`src/rtl/curctl_pkg.sv`:
```
package curctl_pkg;
    localparam int unsigned CUR_W     = 6;
    localparam int unsigned CFG_W     = CUR_W + 1;
    localparam int unsigned CFG_ADDR  = 0;
    localparam int unsigned LOAD_ADDR = 1;

    typedef struct packed {
        logic             auto_en;
        logic [CUR_W-1:0] cur;
    } cfg_t;
endpackage

```
`src/rtl/curctl_cfg_reg.sv`:
```
module curctl_cfg_reg
    import curctl_pkg::*;
(
    input  logic             clk,
    input  logic             rst_n,
    input  logic             wr_cfg,
    input  logic             wr_load,
    input  logic [CFG_W-1:0] wdata,
    output cfg_t             cfg,
    output logic             load
);
    typedef struct packed {
        cfg_t cfg;
        logic load;
    } st_t;

    st_t st_d, st_q;

    always_comb begin
        st_d      = st_q;
        st_d.load = wr_load;
        if (wr_cfg) begin
            st_d.cfg = cfg_t'(wdata);
        end
    end

    always_ff @(posedge clk or negedge rst_n) begin
        if (!rst_n) begin
            st_q <= '0;
        end else begin
            st_q <= st_d;
        end
    end

    assign cfg  = st_q.cfg;
    assign load = st_q.load;

    // strobe only follows an accepted load write
    a_r4_load_needs_write: assert property (@(posedge clk) disable iff (!rst_n)
        load |-> $past(wr_load));
    a_r3_load_after_write: assert property (@(posedge clk) disable iff (!rst_n)
        wr_load |=> load);
    // configuration holds without a configuration write
    a_r2_cfg_holds: assert property (@(posedge clk) disable iff (!rst_n)
        !wr_cfg |=> $stable(cfg));
endmodule

```
`src/rtl/curctl_settle.sv`:
```
module curctl_settle #(
    parameter int unsigned SETTLE_CYCLES = 8
) (
    input  logic clk,
    input  logic rst_n,
    input  logic auto_en,
    input  logic start,
    output logic busy
);
    localparam int unsigned CNT_W = $clog2(SETTLE_CYCLES + 1);
    localparam logic [CNT_W-1:0] CNT_LOAD = CNT_W'(SETTLE_CYCLES);

    typedef struct packed {
        logic [CNT_W-1:0] cnt;
    } st_t;

    st_t st_d, st_q;

    always_comb begin
        st_d = st_q;
        if (!auto_en) begin
            st_d.cnt = '0;
        end else if (start) begin
            st_d.cnt = CNT_LOAD;
        end else if (st_q.cnt != '0) begin
            st_d.cnt = st_q.cnt - 1'b1;
        end
    end

    always_ff @(posedge clk or negedge rst_n) begin
        if (!rst_n) begin
            st_q <= '0;
        end else begin
            st_q <= st_d;
        end
    end

    assign busy = (st_q.cnt != '0) && auto_en;

    // counter never exceeds the settle window
    a_r5_cnt_bounded: assert property (@(posedge clk) disable iff (!rst_n)
        st_q.cnt <= CNT_LOAD);
    // a start while enabled reloads the full window
    a_r8_restart_full: assert property (@(posedge clk) disable iff (!rst_n)
        (start && auto_en) |=> (st_q.cnt == CNT_LOAD) || !auto_en);
endmodule

```
`src/rtl/curctl_rdmux.sv`:
```
module curctl_rdmux
    import curctl_pkg::*;
#(
    parameter int unsigned ADDR_W = 4,
    parameter int unsigned DATA_W = 32
) (
    input  logic [ADDR_W-1:0] addr,
    input  cfg_t              cfg,
    input  logic              err_ack,
    input  logic              mode_stop,
    input  logic              sel_bit0,
    output logic [DATA_W-1:0] rdata
);
    always_comb begin
        rdata = '0;
        if (addr == ADDR_W'(CFG_ADDR)) begin
            rdata[CFG_W-1:0] = cfg;
        end else if (addr == ADDR_W'(LOAD_ADDR)) begin
            rdata[0] = err_ack;
            rdata[1] = 1'b1;
            rdata[2] = 1'b1;
            rdata[3] = mode_stop;
            rdata[4] = sel_bit0;
        end
    end

    // stray read-back never carries bits above position 4
    always_comb begin
        if (addr == ADDR_W'(LOAD_ADDR)) begin
            a_r9_upper_zero: assert (rdata[DATA_W-1:5] == '0);
        end
    end
endmodule

```
`src/rtl/curctl_regif.sv`:
```
module curctl_regif
    import curctl_pkg::*;
#(
    parameter int unsigned ADDR_W        = 4,
    parameter int unsigned DATA_W        = 32,
    parameter int unsigned SETTLE_CYCLES = 8
) (
    input  logic              clk,
    input  logic              rst_n,
    input  logic [ADDR_W-1:0] bus_addr,
    input  logic              bus_we,
    input  logic [DATA_W-1:0] bus_wdata,
    output logic [DATA_W-1:0] bus_rdata,
    input  logic              err_ack_i,
    input  logic              mode_stop_i,
    input  logic              sel_bit0_i,
    output logic              chan_auto_en,
    output logic [5:0]        chan_cur,
    output logic              chan_load,
    output logic              cal_busy
);
    logic wr_cfg, wr_load;
    cfg_t cfg;
    logic unused_wdata_hi;

    assign wr_cfg  = bus_we && (bus_addr == ADDR_W'(CFG_ADDR));
    assign wr_load = bus_we && (bus_addr == ADDR_W'(LOAD_ADDR));
    assign unused_wdata_hi = ^bus_wdata[DATA_W-1:CFG_W];

    curctl_cfg_reg u_cfg (
        .clk    (clk),
        .rst_n  (rst_n),
        .wr_cfg (wr_cfg),
        .wr_load(wr_load),
        .wdata  (bus_wdata[CFG_W-1:0]),
        .cfg    (cfg),
        .load   (chan_load)
    );

    curctl_settle #(.SETTLE_CYCLES(SETTLE_CYCLES)) u_settle (
        .clk    (clk),
        .rst_n  (rst_n),
        .auto_en(cfg.auto_en),
        .start  (wr_load),
        .busy   (cal_busy)
    );

    curctl_rdmux #(.ADDR_W(ADDR_W), .DATA_W(DATA_W)) u_rd (
        .addr     (bus_addr),
        .cfg      (cfg),
        .err_ack  (err_ack_i),
        .mode_stop(mode_stop_i),
        .sel_bit0 (sel_bit0_i),
        .rdata    (bus_rdata)
    );

    assign chan_auto_en = cfg.auto_en;
    assign chan_cur     = cfg.cur;

    // no settling without auto-calibration
    a_r6_busy_needs_auto: assert property (@(posedge clk) disable iff (!rst_n)
        cal_busy |-> chan_auto_en);
    // a load under auto-calibration starts the busy window
    a_r5_busy_on_load: assert property (@(posedge clk) disable iff (!rst_n)
        (chan_load && chan_auto_en && $past(chan_auto_en)) |-> cal_busy);
    // writes elsewhere leave the configuration and strobe alone
    a_r10_other_addr: assert property (@(posedge clk) disable iff (!rst_n)
        (bus_we && bus_addr > ADDR_W'(LOAD_ADDR)) |=> (!chan_load && $stable(cfg)));
endmodule

```
`config.mk`:
```
export PLATFORM = sky130hd
export DESIGN_NAME = curctl_regif
export DESIGN_NICKNAME = d
export VERILOG_FILES = /design/src/rtl/curctl_pkg.sv /design/src/rtl/curctl_cfg_reg.sv /design/src/rtl/curctl_settle.sv /design/src/rtl/curctl_rdmux.sv /design/src/rtl/curctl_regif.sv
export SDC_FILE = /design/constraint.sdc
export NUM_CORES = 1
export LEC_CHECK = 0
export ABC_AREA = 1
export BUFFER_PORTS_ARGS = -buffer_cell sky130_fd_sc_hd__buf_2
export CORE_MARGIN = 2
export CORE_UTILIZATION = 40
export CTS_BUF_LIST = sky130_fd_sc_hd__clkbuf_2 sky130_fd_sc_hd__clkbuf_4 sky130_fd_sc_hd__clkbuf_8
export DETAILED_ROUTE_END_ITERATION = 8
export MAX_ROUTING_LAYER = met4
export PLACE_DENSITY = 0.87
export SYNTH_ARGS = -nofsm -noshare
export SYNTH_HDL_FRONTEND = slang
export SYNTH_HIERARCHICAL = 1
export SYNTH_SLANG_ARGS = --single-unit
```
`constraint.sdc`:
```
create_clock -name clk -period 1.7 [get_ports clk]
set_clock_uncertainty 0.1 [all_clocks]
set_input_delay 0 -clock clk [delete_from_list [all_inputs] [get_ports clk]]
set_output_delay 0 -clock clk [all_outputs]
set_load 0.03 [all_outputs]
```
==> run_results.csv <==
group,metric,value,unit
yosys,synthTopCellsByCount,"nand2_1 (36), buf_4 (25), dfrtp_1 (12)",
yosys,synthCells,119,
timing,finalCritPeriodShare,81.5,%
timing,rsz0062_at_grt,"false",
yosys,syn-cell-area,876,sq um
detailed_routing,remaining_drc_errors,0,
global_routing,grt_pass1_vias,682,
die,rows,16,
detailed_routing,drt_iter0_markers,12,
setup_path,path_buf_inv,2,
yosys,synth-warning-count,6,
power,cellPowerDensity,1060,nW/um^2
final_layout,drive_gt1_share,28.0,%
setup_path,crit_chain,"inv_1, ha_1, a21oi_1, buf_2",
global_routing,grt_max_degree,13,
clocking,path_clk_slew,70,ps
status,outcome,"finished, final reports clean",
placement,io_buffer_count,32,
clocking,cts_tree,"built",
die,num_io_pins,83,
yosys,synth_top_cell_area_share,34.3,%
clocking,hold_buffers,10,
hold_path,hold_class,"primary input to asynchronous set/reset pin",
die,start_util,43.3,%
final_layout,nets,209,
final_layout,finish.utilization,54.6,%
power,fin_total_pwr,0.00117,W
setup_path,cp_slowest_cell,"dfrtp_1",
global_routing,grt_first_pass_wirelength,2.84,mm
detailed_routing,first_pass_iters,2,
timing,whs,32.0,ps
yosys,yosys-top-cells-area,"dfrtp_1 (34%), buf_4 (21%), nand2_1 (15%), nand3_1 (5.7%), inv_1 (4.7%)",
die,dieArea,2580,sq um
placement,gp_congestion,0.761,
timing,slew_violations,0,
timing,setup_tns,0,ps
yosys,async_flop_share,100,%
clocking,cts_resized,0,
detailed_routing,vias_per_cell,4.13,
detailed_routing,detail-route-antenna-nets,0,
yosys,ys.flop_type,"dfrtp_1",
power,peakVddDrop,655,uV
clocking,clk_latency,260,ps
clocking,root_buffer,"clkbuf_4",
yosys,yosysUniqueCellTypes,17,
die,die-width,50.8,microns
timing,finalHoldViolCount,0,
setup_path,critPathMaxFanout,4,
yosys,ys_ff_latch,12,
global_routing,antenna_found_initial,0,
global_routing,grt_use_total,14.6,%
setup_path,rrSetupSlack,450,ps
setup_path,critPathTopFamily,"flip-flops",
yosys,synth_top_area_cell,"dfrtp_1",
setup_path,slowest_delay,360,ps
clocking,cts_buffer_depth,2,
clocking,htreeDepth,1,
timing,setup_viol,0,
die,core_area,2020,sq um
detailed_routing,vias,788,
setup_path,critPathRequiredTime,1600,ps
yosys,synth_edf_count,0,
clocking,cts_buffers,3,
die,dieHeight,50.8,microns
placement,dpl.hpwl,1.25,mm
timing,period_minus_slack,1390,ps
timing,fmax,722,MHz
detailed_routing,wl,1.67,mm
final_layout,diodes,0,
detailed_routing,post_drt_wl_per_cell,8.76,microns
yosys,synth.yosys.seq_area_share,34.3,%
clocking,postCtsSetupRepairBufs,0,
power,leakage,0.668,nW
final_layout,area_growth,26.1,%
job,drv_cap,0,
yosys,syn_area_per_cell,7.36,sq um
clocking,cts_sinks,12,
setup_path,end_kind,"output pin",
setup_path,crit_path_start_kind,"register",
setup_path,cp.arrival,1290,ps
setup_path,critPathKind,"register to output pin",
yosys,synth_most_common_cell,"nand2_1",
global_routing,grt.overflow.total,0,
layer usage:
| layer | wire length (microns) | vias up | part of all wire, % | track usage, % |
|---|---|---|---|---|
| li1 | - | 400 | - | - |
| met1 | 698 | 349 | 42 | 16.0 |
| met2 | 842 | 37 | 50 | 26.5 |
| met3 | 119 | 2 | 7.1 | 3.27 |
| met4 | 13 | 0 | 0.78 | 4.05 |
| met5 | 0 | - | 0 | - |
worst register-to-register path, cell delays in order (launching register included):
cell and delay (ps):
dfrtp_1 390, inv_1 120, ha_1 200, nand2_2 90
nor2_4 110, nor2_1 50, nand2_1 60, inv_1 40
layout make-up:
type	count	area (sq um)
tap	27	33.8
timing repair buffer	43	268
multi-input combinational	93	422
sequential	12	300
inverter	12	45.0
fill	202	917
clock buffer	4	36.3
state kept, by name (all words and copies together), names as in the netlist:
signal / count
u_cfg/cfg: 7
u_cfg/load: 1
u_settle/st_q: 4
power breakdown:
| part | internal (W) | leakage, nW | switching (W) |
|---|---|---|---|
| Clock | 0.000130 | 0.0210 | 0.0000894 |
| Combinational | 0.000170 | 0.491 | 0.000362 |
| Sequential | 0.000352 | 0.157 | 0.0000628 |
stage by stage:
stage / area [sq um] / setup slack (ps) / cells
6_report: 1100 / 314 / 191
5_1_grt: 1100 / 252 / 191
4_1_cts: 1100 / 305 / 191
3_5_place_dp: 968 / 474 / 177
3_3_place_gp: 968 / 475 / 177
2_1_floorplan: 966 / 443 / 143
logic make-up after synthesis:
family | count (synthesis) | synth area share, %
compound gates | 3 | 1.71
xor+xnor | 1 | 1.00
fa+ha+maj | 2 | 2.86
buf+inv | 38 | 27.9
flops | 12 | 34.3
other cells | 1 | 0.428
simple gates | 62 | 31.9
final timing paths:
path                                   from  depth (start not counted)               end
max                        u_settle/st_q[0]                          4          cal_busy
min                                   rst_n                          2  u_settle/st_q[0]
max reg2reg                u_settle/st_q[0]                          7  u_settle/st_q[3]
min reg2reg                u_settle/st_q[0]                          1  u_settle/st_q[0]
max in group asynchronous             rst_n                          2      u_cfg/cfg[1]
min in group clk                bus_addr[0]                          6      u_cfg/cfg[2]
placed cells by master, fill, tap and decap left out, drive strengths merged:
cell type	n
nand2	38
buf	33
conb	25
nor2	13
dfrtp	12
inv	12
nand3	11
dlygate4sd3	10
clkbuf	4
o21ai	2
ha	2
a21oi	1
xnor2	1
Note: power is estimated with default switching activity, not from simulation.
